--- config.mk ---
export PLATFORM = sky130hd
export DESIGN_NAME = sio_ctl_slave
export DESIGN_NICKNAME = d
export VERILOG_FILES = /design/src/rtl/sio_ctl_pkg.sv /design/src/rtl/sio_sync.sv /design/src/rtl/sio_frame.sv /design/src/rtl/sio_regbank.sv /design/src/rtl/sio_ctl_slave.sv
export SDC_FILE = /design/constraint.sdc
export NUM_CORES = 1
export LEC_CHECK = 0
export BUFFER_PORTS_ARGS = -buffer_cell sky130_fd_sc_hd__buf_2
export CORE_UTILIZATION = 50
export DETAILED_ROUTE_END_ITERATION = 10
export HOLD_SLACK_MARGIN = 0.15
export PLACE_DENSITY = 0.7
export SYNTH_ARGS = -nofsm -noshare
export SYNTH_HDL_FRONTEND = slang
export SYNTH_SLANG_ARGS = --single-unit
--- constraint.sdc ---
create_clock -name clk -period 2.5 [get_ports clk]
set_input_delay 0.375 -clock clk [delete_from_list [all_inputs] [get_ports clk]]
set_output_delay 0.375 -clock clk [all_outputs]
set_load 0.005 [all_outputs]
--- src/rtl/sio_ctl_pkg.sv ---
package sio_ctl_pkg;

    localparam int OFF_W   = 4;
    localparam int CTL_W   = 6;
    localparam logic [1:0] PWR_AWAKE = 2'b11;

    typedef struct packed {
        logic [1:0] pwr;
        logic [1:0] rng;
        logic [1:0] chan;
    } ctl_t;

endpackage

--- src/rtl/sio_sync.sv ---
module sio_sync #(
    parameter int              WIDTH   = 3,
    parameter int              STAGES  = 2,
    parameter logic [WIDTH-1:0] RST_VAL = '0
) (
    input  logic             clk,
    input  logic             rst_n,
    input  logic [WIDTH-1:0] raw_i,
    output logic [WIDTH-1:0] sync_o
);

    logic [STAGES-1:0][WIDTH-1:0] pipe_d, pipe_q;

    always_comb begin
        pipe_d[0] = raw_i;
        for (int s = 1; s < STAGES; s++) begin
            pipe_d[s] = pipe_q[s-1];
        end
    end

    always_ff @(posedge clk or negedge rst_n) begin
        if (!rst_n) pipe_q <= {STAGES{RST_VAL}};
        else        pipe_q <= pipe_d;
    end

    assign sync_o = pipe_q[STAGES-1];

endmodule

--- src/rtl/sio_frame.sv ---
module sio_frame
    import sio_ctl_pkg::*;
#(
    parameter int DATA_W = 8
) (
    input  logic              clk,
    input  logic              rst_n,
    input  logic              en_n_s,
    input  logic              sclk_s,
    input  logic              sdio_s,
    input  logic              grp_i,
    input  logic [DATA_W-1:0] rd_data_i,
    output logic [OFF_W-1:0]  rd_off_o,
    output logic              wr_en_o,
    output logic [OFF_W-1:0]  wr_off_o,
    output logic [DATA_W-1:0] wr_data_o,
    output logic              sdio_o,
    output logic              sdio_oe_o
);

    localparam int FRAME = 2 * DATA_W;
    localparam int CNT_W = $clog2(FRAME + 1);

    typedef struct packed {
        logic              sclk_prev;
        logic [CNT_W-1:0]  cnt;
        logic [DATA_W-1:0] shreg;
        logic              is_rd;
        logic              hit;
        logic [OFF_W-1:0]  off;
        logic              drive;
        logic [DATA_W-1:0] tx;
        logic              wr;
        logic [DATA_W-1:0] wdata;
    } fr_t;

    fr_t fr_d, fr_q;
    logic rise, fall;
    logic [DATA_W-1:0] shin;

    always_comb begin
        fr_d           = fr_q;
        fr_d.wr        = 1'b0;
        fr_d.sclk_prev = sclk_s;
        rise = sclk_s & ~fr_q.sclk_prev;
        fall = ~sclk_s & fr_q.sclk_prev;
        shin = {fr_q.shreg[DATA_W-2:0], sdio_s};

        if (en_n_s) begin
            fr_d.cnt   = '0;
            fr_d.drive = 1'b0;
            fr_d.hit   = 1'b0;
            fr_d.is_rd = 1'b0;
        end else if (rise && fr_q.cnt < CNT_W'(FRAME)) begin
            fr_d.shreg = shin;
            fr_d.cnt   = fr_q.cnt + 1'b1;
            if (fr_q.cnt == CNT_W'(DATA_W - 1)) begin
                fr_d.is_rd = shin[DATA_W-1];
                fr_d.hit   = (shin[DATA_W-2:OFF_W+1] == '0) && (shin[OFF_W] == grp_i);
                fr_d.off   = shin[OFF_W-1:0];
            end
            if (fr_q.cnt == CNT_W'(FRAME - 1) && fr_q.hit && !fr_q.is_rd) begin
                fr_d.wr    = 1'b1;
                fr_d.wdata = shin;
            end
        end else if (fall) begin
            if (fr_q.cnt == CNT_W'(DATA_W) && fr_q.hit && fr_q.is_rd && !fr_q.drive) begin
                fr_d.drive = 1'b1;
                fr_d.tx    = rd_data_i;
            end else if (fr_q.drive && fr_q.cnt < CNT_W'(FRAME)) begin
                fr_d.tx = {fr_q.tx[DATA_W-2:0], 1'b0};
            end
        end
    end

    always_ff @(posedge clk or negedge rst_n) begin
        if (!rst_n) fr_q <= '0;
        else        fr_q <= fr_d;
    end

    assign rd_off_o  = fr_q.off;
    assign wr_en_o   = fr_q.wr;
    assign wr_off_o  = fr_q.off;
    assign wr_data_o = fr_q.wdata;
    assign sdio_o    = fr_q.tx[DATA_W-1];
    assign sdio_oe_o = fr_q.drive;

endmodule

--- src/rtl/sio_regbank.sv ---
module sio_regbank
    import sio_ctl_pkg::*;
#(
    parameter int              DATA_W   = 8,
    parameter int              NCH      = 3,
    parameter logic [DATA_W-1:0] GAIN_RST = 8'h80
) (
    input  logic              clk,
    input  logic              rst_n,
    input  logic              wr_en_i,
    input  logic [OFF_W-1:0]  wr_off_i,
    input  logic [DATA_W-1:0] wr_data_i,
    input  logic [OFF_W-1:0]  rd_off_i,
    output logic [DATA_W-1:0] rd_data_o,
    output logic              sleep_o,
    output logic [1:0]        range_o,
    output logic [1:0]        chan_o,
    output logic [DATA_W-1:0] gain_o
);

    typedef struct packed {
        ctl_t                       ctl;
        logic [NCH-1:0][DATA_W-1:0] gain;
    } bank_t;

    bank_t bk_d, bk_q;

    always_comb begin
        bk_d = bk_q;
        if (wr_en_i) begin
            if (wr_off_i == '0) bk_d.ctl = ctl_t'(wr_data_i[DATA_W-1 -: CTL_W]);
            for (int c = 0; c < NCH; c++) begin
                if (wr_off_i == OFF_W'(c + 1)) bk_d.gain[c] = wr_data_i;
            end
        end
    end

    always_comb begin
        rd_data_o = '0;
        if (rd_off_i == '0) rd_data_o = {bk_q.ctl, {(DATA_W-CTL_W){1'b0}}};
        for (int c = 0; c < NCH; c++) begin
            if (rd_off_i == OFF_W'(c + 1)) rd_data_o = bk_q.gain[c];
        end
    end

    always_comb begin
        gain_o = '0;
        for (int c = 0; c < NCH; c++) begin
            if (bk_q.ctl.chan == 2'(c + 1)) gain_o = bk_q.gain[c];
        end
    end

    always_ff @(posedge clk or negedge rst_n) begin
        if (!rst_n) begin
            bk_q.ctl  <= '0;
            bk_q.gain <= {NCH{GAIN_RST}};
        end else begin
            bk_q <= bk_d;
        end
    end

    assign sleep_o = (bk_q.ctl.pwr != PWR_AWAKE);
    assign range_o = bk_q.ctl.rng;
    assign chan_o  = bk_q.ctl.chan;

endmodule

--- src/rtl/sio_ctl_slave.sv ---
module sio_ctl_slave
    import sio_ctl_pkg::*;
#(
    parameter int              DATA_W      = 8,
    parameter int              SYNC_STAGES = 2,
    parameter logic [DATA_W-1:0] GAIN_RST  = 8'h80
) (
    input  logic              clk,
    input  logic              rst_n,
    input  logic              en_n_i,
    input  logic              sclk_i,
    input  logic              sdio_i,
    input  logic              grp_sel_i,
    output logic              sdio_o,
    output logic              sdio_oe_o,
    output logic              sleep_o,
    output logic [1:0]        range_o,
    output logic [1:0]        chan_o,
    output logic [DATA_W-1:0] gain_o
);

    logic [2:0]        pins_s;
    logic              en_n_s, sclk_s, sdio_s;
    logic [DATA_W-1:0] rd_data;
    logic [OFF_W-1:0]  rd_off, wr_off;
    logic              wr_en;
    logic [DATA_W-1:0] wr_data;

    sio_sync #(.WIDTH(3), .STAGES(SYNC_STAGES), .RST_VAL(3'b100)) u_sync (
        .clk    (clk),
        .rst_n  (rst_n),
        .raw_i  ({en_n_i, sclk_i, sdio_i}),
        .sync_o (pins_s)
    );

    assign {en_n_s, sclk_s, sdio_s} = pins_s;

    sio_frame #(.DATA_W(DATA_W)) u_frame (
        .clk       (clk),
        .rst_n     (rst_n),
        .en_n_s    (en_n_s),
        .sclk_s    (sclk_s),
        .sdio_s    (sdio_s),
        .grp_i     (grp_sel_i),
        .rd_data_i (rd_data),
        .rd_off_o  (rd_off),
        .wr_en_o   (wr_en),
        .wr_off_o  (wr_off),
        .wr_data_o (wr_data),
        .sdio_o    (sdio_o),
        .sdio_oe_o (sdio_oe_o)
    );

    sio_regbank #(.DATA_W(DATA_W), .GAIN_RST(GAIN_RST)) u_bank (
        .clk       (clk),
        .rst_n     (rst_n),
        .wr_en_i   (wr_en),
        .wr_off_i  (wr_off),
        .wr_data_i (wr_data),
        .rd_off_i  (rd_off),
        .rd_data_o (rd_data),
        .sleep_o   (sleep_o),
        .range_o   (range_o),
        .chan_o    (chan_o),
        .gain_o    (gain_o)
    );

endmodule

==> results of run 1 <==
per-layer routing:
metal / GRT usage, % / part of all wire (%) / vias up
li1: - / - / 938
met1: 28.4 / 48 / 1032
met2: 30.4 / 48 / 31
met3: 4.95 / 3.0 / 9
met4: 7.55 / 1.6 / 0
met5: 0 / 0 / -
area by class of cell:
| cell class | instances | area share [%] |
|---|---|---|
| sequential | 73 | 48.6 |
| clock inverter | 6 | 2.19 |
| timing repair buffer | 29 | 5.04 |
| clock buffer | 10 | 3.39 |
| tap | 77 | 2.56 |
| inverter | 4 | 0.398 |
| multi-input combinational | 151 | 37.8 |
metrics by stage:
stage	power (mW)	cells	hold WS, ps	setup slack [ps]	instance area (sq um)
floorplan	1.36	240	79.4	676	3340
global placement	1.42	330	339	535	3520
CTS	2.41	350	357	393	3770
finish	2.38	350	355	390	3770
detailed placement	1.42	330	340	499	3520
global route	2.48	350	360	240	3770
path summary, 6_finish.rpt:
path	startpoint	end	slack, ps	cells past startpoint
worst min register to register	u_sync.pipe_d[3]	u_sync.sync_o[0]	360	0
worst max register to register	u_frame.fr_q[32]	u_frame.fr_q[9]	490	6
min in group asynchronous	rst_n	u_frame.fr_q[27]	580	3
worst min-delay path	u_sync.pipe_d[3]	u_sync.sync_o[0]	360	0
worst max-delay path	u_bank.chan_o[1]	gain_o[1]	390	4
max in group asynchronous	rst_n	u_bank.bk_q[23]	1550	3
power groups by stage:
stage | Clock [mW] | Combinational, mW | Sequential [mW]
2_1_floorplan | 0 | 0.0704 | 1.29
3_3_place_gp | 0 | 0.104 | 1.31
3_5_place_dp | 0 | 0.106 | 1.32
4_1_cts | 1.00 | 0.112 | 1.29
5_1_grt | 1.06 | 0.122 | 1.30
6_report | 0.980 | 0.109 | 1.29
cell usage after synthesis (2+ instances only):
master / n / area (sq um)
dfrtp_1: 68 / 1700
mux2_2: 56 / 631
nor2b_1: 13 / 81.3
nand2_1: 9 / 33.8
nor2_1: 9 / 33.8
a22o_1: 8 / 70.1
o21a_1: 7 / 52.6
o32a_1: 7 / 70.1
mux4_2: 6 / 135
dfstp_2: 5 / 131
buf_4: 4 / 30.0
inv_1: 4 / 15.0
a21oi_1: 3 / 15.0
a31o_2: 3 / 26.3
buf_1: 3 / 11.3
clkbuf_1: 3 / 11.3
ha_1: 3 / 37.5
xor2_1: 3 / 26.3
a22oi_1: 2 / 15.0
buf_2: 2 / 10.0
mux2i_1: 2 / 20.0
nand3_1: 2 / 10.0
nand4_1: 2 / 12.5
nor3_1: 2 / 10.0
nor3b_1: 2 / 15.0
nor4_4: 2 / 42.5
flip-flops by register name, indices dropped and copies added (netlist names):
signal             count
u_frame.rd_off_o       4
u_frame.sdio_o         1
u_frame.wr_data_o      8
u_bank.chan_o          2
u_bank.bk_q           26
u_bank.range_o         2
u_sync.sync_o          3
u_frame.wr_en_o        1
u_frame.sdio_oe_o      1
u_sync.pipe_d          3
u_frame.fr_q          22
cell families after synthesis:
| family | after synthesis | synth area share (%) |
|---|---|---|
| flops | 73 | 55.0 |
| mux | 64 | 23.6 |
| simple gates | 48 | 9.11 |
| compound gates | 32 | 7.88 |
| buf+inv | 16 | 2.33 |
| xor+xnor | 4 | 1.05 |
| fa+ha+maj | 3 | 1.13 |
==> results.yml, run 1 <==
global_routing:
  grt_max_degree: 74
  grt_pass1_wl_um: 10800
  grt_pass1_vias: 2126
  grt_overflow: 0
  track_usage_pct: 20.1
  antenna_found_initial: 0
setup_path:
  cpPeakStageDelay_ps: 490
  crit_family: "flip-flops"
  crit_type: "reg -> out"
  cp_slowest_cell: "dfrtp_1"
  path_max_fanout: 7
  crit_buf_inv: 2
  start_kind: "register"
  cp_data_arrival_time_ps: 1730
  worstPathRequired_ps: 2120
  crit_chain: "buf_4 > mux2_2 > a22o_1 > buf_2"
  endpoint_kind: "output port"
sta:
  worstMarginPinSlew_ps: 627
  finalSetupTns_ps: 0
  max_freq_ghz: 0.474
  setup_violations: 0
  slew_viol_final: 0
  period_share_pct: 84.4
  skew_ps: 8.82
  hold_viol_final: 0
  relSlewSlack_pct: 58.2
  rsz0062_at_grt: "false"
  period_needed_ps: 2110
routing:
  via_per_inst: 5.74
  wl_um: 6280
  drtAntennaViolNets: 0
  wire_per_inst_um: 17.9
  via_count: 2010
  first_iter_violations: 104
  drcViolationCount: 0
  first_pass_iters: 4
floorplanning:
  die_h_um: 83.7
  placement_rows: 29
  coreArea_sq_um: 6390
  die_area_sq_um: 7000
  dieWidth_um: 83.7
  initial_utilization_pct: 52.2
  ios: 21
worst_hold_path:
  hold_class: "reg -> reg"
logic_synthesis:
  yosysWarnings: 0
  syn_area_sq_um: 3340
  ys_seq_area_share_pct: 55.0
  yosys_register_bits: 73
  syn_area_per_cell_sq_um: 13.9
  ys_types: 36
  synthArstFlopShare_pct: 100
  synth-edff-count: 0
  yosys_most_used_dff: "dfrtp_1"
  netlist_instances: 240
  syn_nets: 249
power:
  pwr-share-seq_pct: 54.3
  p_sw_mw: 0.530
  comb_power_share_pct: 4.6
  powerDensity_nw_per_um2: 632
  power.internal_mw: 1.85
  p_leak_nw: 1.76
  power.share.clock_pct: 41.1
  vdd_drop_max_mv: 0.349
  switching_share_pct: 22.3
job:
  maxCapViolations: 0
clock_network:
  cts_resized: 0
  post_cts_buffers: 0
  path_clk_slew_ps: 70
  cts_buffer_depth: 2
  cts_root_buffer: "clkbuf_8"
  clock_latency_ps: 340
  ctsHoldBuffers: 4
  ctsHtreeMaxLevel: 3
  clock_sinks: 73
  cts_tree: "built"
  cts-buffers-inserted: 9
layout:
  area_growth_pct: 13.0
  regArea_sq_um: 1830
  final_common_cell: "dfrtp_1"
  utilization_pct: 59.0
  multi_input_area_sq_um: 1430
  final_cell_mix: "dfrtp_1, mux2_2, buf_2"
  fillers: 530
  nets: 277
  drive_gt1_share_pct: 42.5
  n_antenna_cell: 0
placed_design:
  portBuffers: 20
  finalWeightedCongestion: 0.768
  dpl.hpwl_um: 4210
outcome:
  status: "complete, no violations"
Note: power is estimated with default switching activity, not from simulation.
==> inputs of run 2 (changes only) <==
- PLACE_DENSITY: 0.7 -> 0.72
- clock period: 2.5 -> 1.8 ns (I/O delays scaled with it)
==> results.yml, run 2 (same netlist as run 1, synthesis figures left out) <==
layout:
  n_antenna_cell: 0
  final_cell_mix: "dfrtp_1, mux2_2, buf_4"
  fin_area_sq_um: 4030
  largest_reg_flops: 26
  nets: 303
  multi_input_area_sq_um: 1510
  area_growth_pct: 20.8
  fillers: 506
  final_common_cell: "dfrtp_1"
  regMostFlops: "u_bank.bk_q"
  regArea_sq_um: 1830
  drive_gt1_share_pct: 49.8
clock_network:
  cts-buffers-inserted: 9
  clock_sinks: 73
  ctsHtreeMaxLevel: 3
  clock_latency_ps: 340
  cts_root_buffer: "clkbuf_8"
  path_clk_slew_ps: 70
  cts_buffer_depth: 2
  cts_tree: "built"
sta:
  layout_setup_ws_ps: -28.7
  period_share_pct: 102
  relSlewSlack_pct: 69.2
  hold_viol_final: 0
  worstMarginPinSlew_ps: 461
  setup_violations: 5
  whs_ps: 350
  slew_viol_final: 0
  rsz0062_at_grt: "true"
  max_freq_ghz: 0.547
  period_needed_ps: 1830
  skew_ps: 6.80
setup_path:
  cp_slowest_cell: "dfrtp_1"
  crit_chain: "buf_6 > mux2_4 > a22o_1 > buf_2"
  crit_type: "reg -> out"
  cp_data_arrival_time_ps: 1560
  worstPathRequired_ps: 1530
  cpPeakStageDelay_ps: 420
  path_max_fanout: 7
  start_kind: "register"
  endpoint_kind: "output port"
placed_design:
  finalWeightedCongestion: 0.804
  portBuffers: 20
  place_area_sq_um: 3690
  dp_slack_ps: -33.8
  dpl.hpwl_um: 4420
routing:
  first_iter_violations: 101
  first_pass_iters: 4
  via_per_inst: 5.55
  drcViolationCount: 0
  via_count: 2086
  wl_um: 6690
  wire_per_inst_um: 17.8
  drtAntennaViolNets: 0
global_routing:
  grt_pass1_vias: 2156
  grt_max_degree: 74
  grt_overflow: 0
  antenna_found_initial: 0
  grt_pass1_wl_um: 10600
  track_usage_pct: 20.1
outcome:
  violations: "setup timing"
  status: "complete, but fails checks"
floorplanning:
  coreArea_sq_um: 6390
  placement_rows: 29
  ios: 21
  initial_utilization_pct: 52.2
  die_h_um: 83.7
  die_area_sq_um: 7000
  dieWidth_um: 83.7
power:
  pwr-share-seq_pct: 57.6
  power.share.clock_pct: 36.6
  switching_share_pct: 23.2
  vdd_drop_max_mv: 0.508
  comb_power_share_pct: 5.8
  p_leak_nw: 1.90
  p_total_mw: 3.10
  p_sw_mw: 0.719
  power.internal_mw: 2.38
  powerDensity_nw_per_um2: 770
worst_hold_path:
  hold_class: "reg -> reg"
job:
  maxCapViolations: 0
-- run 2: cell count changes in the layout (fill, tap and decap cells not counted), moves of 2 or more --
cell,delta
buf_4,+23
clkbuf_8,+2
mux2_4,+12
ha_1,-2
buf_6,+3
mux2_2,-12
bufinv_16,-2
-- run 2: critical path, delay by kind of cell, from the launching register on --
kind	cells	cell delay (ps)
AO/OA/AOI/OAI	1	220
multiplexers	1	290
buffers and inverters	2	290
flip-flops	1	420
-- run 2: final timing paths --
check,start,endpoint,slack (ps),cells after the start
worst min register to register,u_sync.pipe_d[4],u_sync.sync_o[1],350,0
min in group asynchronous,rst_n,u_frame.fr_q[32],490,3
worst max-delay path,u_bank.chan_o[1],gain_o[7],-30,4
worst max register to register,u_frame.fr_q[32],u_frame.wr_data_o[5],60,7
worst min-delay path,u_sync.pipe_d[4],u_sync.sync_o[1],350,0
max in group asynchronous,rst_n,u_bank.bk_q[15],970,3
-- run 2: timing repair --
action,in CTS,in global routing
gates resized for setup,3,24
setup buffers,0,2
hold endpoints to repair,71,0
pin swaps,0,2
endpoints found under the setup margin,13,25
hold buffers,4,0
gates cloned,0,1
-- run 2: power by group through the flow --
stage	sequential, mW	combinational [mW]	clock, mW
final	1.79	0.178	1.14
after global routing	1.80	0.201	1.25
after CTS	1.78	0.179	1.17
after detailed placement	1.82	0.172	0
after global placement	1.82	0.166	0
after floorplan	1.79	0.0978	0
-- run 2: per-stage QoR --
| stage | cells | utilization (%) | TNS [ps] |
|---|---|---|---|
| CTS | 373 | 61.3 | -107 |
| floorplan | 240 | - | -194 |
| global placement | 353 | 57.8 | -44.9 |
| detailed placement | 353 | 57.8 | -61.0 |
| finish | 376 | 63.1 | -87.2 |
| global route | 376 | 63.1 | -693 |
-- run 2: layout make-up --
class | count | share of cell area [%]
flip-flops and latches | 73 | 45.5
inverters | 4 | 0.373
well taps | 77 | 2.39
clock inverters | 3 | 0.373
multi-input cells | 151 | 37.5
clock buffers | 13 | 3.94
repair buffers | 55 | 9.84
-- run 2: metal layers --
layer	track usage [%]	part of all wire (%)
met3	3.26	2.8
met4	9.71	2.4
met2	31.5	48
met1	27.4	46
met5	0	0
==> inputs of run 3 (changes only) <==
- CORE_MARGIN: default -> 10
==> results.yml, run 3 (same netlist as run 1, synthesis figures left out) <==
routing:
  via_count: 2132
  drcViolationCount: 0
  wl_um: 6880
  via_per_inst: 5.61
  first_iter_violations: 74
  wire_per_inst_um: 18.1
  first_pass_iters: 4
  drtAntennaViolNets: 0
placed_design:
  portBuffers: 20
  finalWeightedCongestion: 0.769
  dpl.hpwl_um: 4510
global_routing:
  grt_pass1_vias: 2171
  grt_pass1_wl_um: 11300
  grt_max_degree: 74
  antenna_found_initial: 0
  grt_overflow: 0
  track_usage_pct: 14.1
power:
  p_leak_nw: 1.92
  powerDensity_nw_per_um2: 767
  vdd_drop_max_mv: 0.732
  p_total_mw: 3.12
clock_network:
  cts_buffer_depth: 2
  cts_root_buffer: "clkbuf_8"
  cts-buffers-inserted: 9
  clock_latency_ps: 340
  path_clk_slew_ps: 70
  cts_tree: "built"
  clock_sinks: 73
  ctsHtreeMaxLevel: 3
setup_path:
  critical_path.startpoint: "u_bank.chan_o[1]"
  worstPathRequired_ps: 1530
  r2r_start: "u_frame.fr_q[37]"
  crit_type: "reg -> out"
  cp_data_arrival_time_ps: 1540
  start_kind: "register"
  path_max_fanout: 6
  rr_worst_depth: 4
  endpoint_kind: "output port"
sta:
  slew_viol_final: 0
  skew_ps: 5.59
  layout_setup_ws_ps: -10.4
  relSlewSlack_pct: 73.7
  setup_violations: 2
  period_needed_ps: 1810
  hold_viol_final: 0
  period_share_pct: 101
  worstMarginPinSlew_ps: 394
  max_freq_ghz: 0.552
  rsz0062_at_grt: "true"
  finalSetupTns_ps: -20.3
layout:
  nets: 307
  regMostFlops: "u_bank.bk_q"
  area_growth_pct: 21.9
  n_antenna_cell: 0
  final_common_cell: "dfrtp_1"
  final_cell_mix: "dfrtp_1, mux2_2, buf_4"
  drive_gt1_share_pct: 51.5
  largest_reg_flops: 26
  fillers: 500
floorplanning:
  placement_rows: 29
  die_h_um: 102
  dieWidth_um: 102
  ios: 21
  die_area_sq_um: 10300
  initial_utilization_pct: 51.9
  coreArea_sq_um: 6420
outcome:
  status: "complete, but fails checks"
  violations: "setup timing"
worst_hold_path:
  hold_depth: 0
  hold_class: "reg -> reg"
  min-delay-start: "u_sync.pipe_d[4]"
job:
  maxCapViolations: 0
[run 3: final timing paths]
| check | to | slack, ps |
|---|---|---|
| worst max register to register | u_frame.wr_data_o[2] | 0 |
| min in group asynchronous | u_frame.fr_q[32] | 480 |
| worst min-delay path | u_sync.sync_o[1] | 360 |
| max in group asynchronous | u_bank.bk_q[15] | 970 |
| worst min register to register | u_sync.sync_o[1] | 360 |
| worst max-delay path | gain_o[1] | -10 |
[run 3: power by group]
part	leakage, nW	internal, mW	total, mW	switching [mW]
clock network	0.0932	0.571	1.16	0.585
logic	0.854	0.0943	0.171	0.0767
registers	0.975	1.72	1.79	0.0784
[run 3: layout make-up]
cell class                 count  area [sq um]  area share, %
clock buffer                  13           159           3.91
clock inverter                 3          15.0          0.369
inverter                       4          15.0          0.369
multi-input combinational    151          1510           37.1
sequential                    73          1840           45.1
tap                           77          96.3           2.37
timing repair buffer          59           438           10.8
[run 3: critical path, cell delays in order (launching register included)]
cell and delay, ps:
dfrtp_2 420, buf_8 150, mux2_4 290, a22o_1 210, buf_2 120
[run 3: what timing repair did]
action / in CTS / in global routing
hold buffers: 4 / 0
setup endpoints to repair: 26 / 25
resized for setup: 12 / 20
buffers inserted: 3 / 3
pin swaps: 4 / 5
endpoints found under the hold margin: 71 / 0
cloned: 0 / 1
[run 3: metal layers]
layer | wire [um] | track usage, % | vias to the layer above
li1 | - | - | 991
met4 | 53 | 4.84 | 0
met2 | 3350 | 22.4 | 31
met3 | 230 | 4.15 | 6
met1 | 3240 | 17.9 | 1104
met5 | 0 | 0 | -
[run 3: stage by stage]
stage	instances	cell area (sq um)	utilization [%]	hold slack, ps	setup slack [ps]
after detailed placement	353	3690	57.5	332	-47.9
after floorplan	240	3340	-	-25.6	-24.3
final	380	4070	63.3	356	-10.4
after global routing	380	4070	63.3	366	-66.3
after global placement	353	3690	57.5	331	-36.8
after CTS	376	3960	61.7	358	-25.0
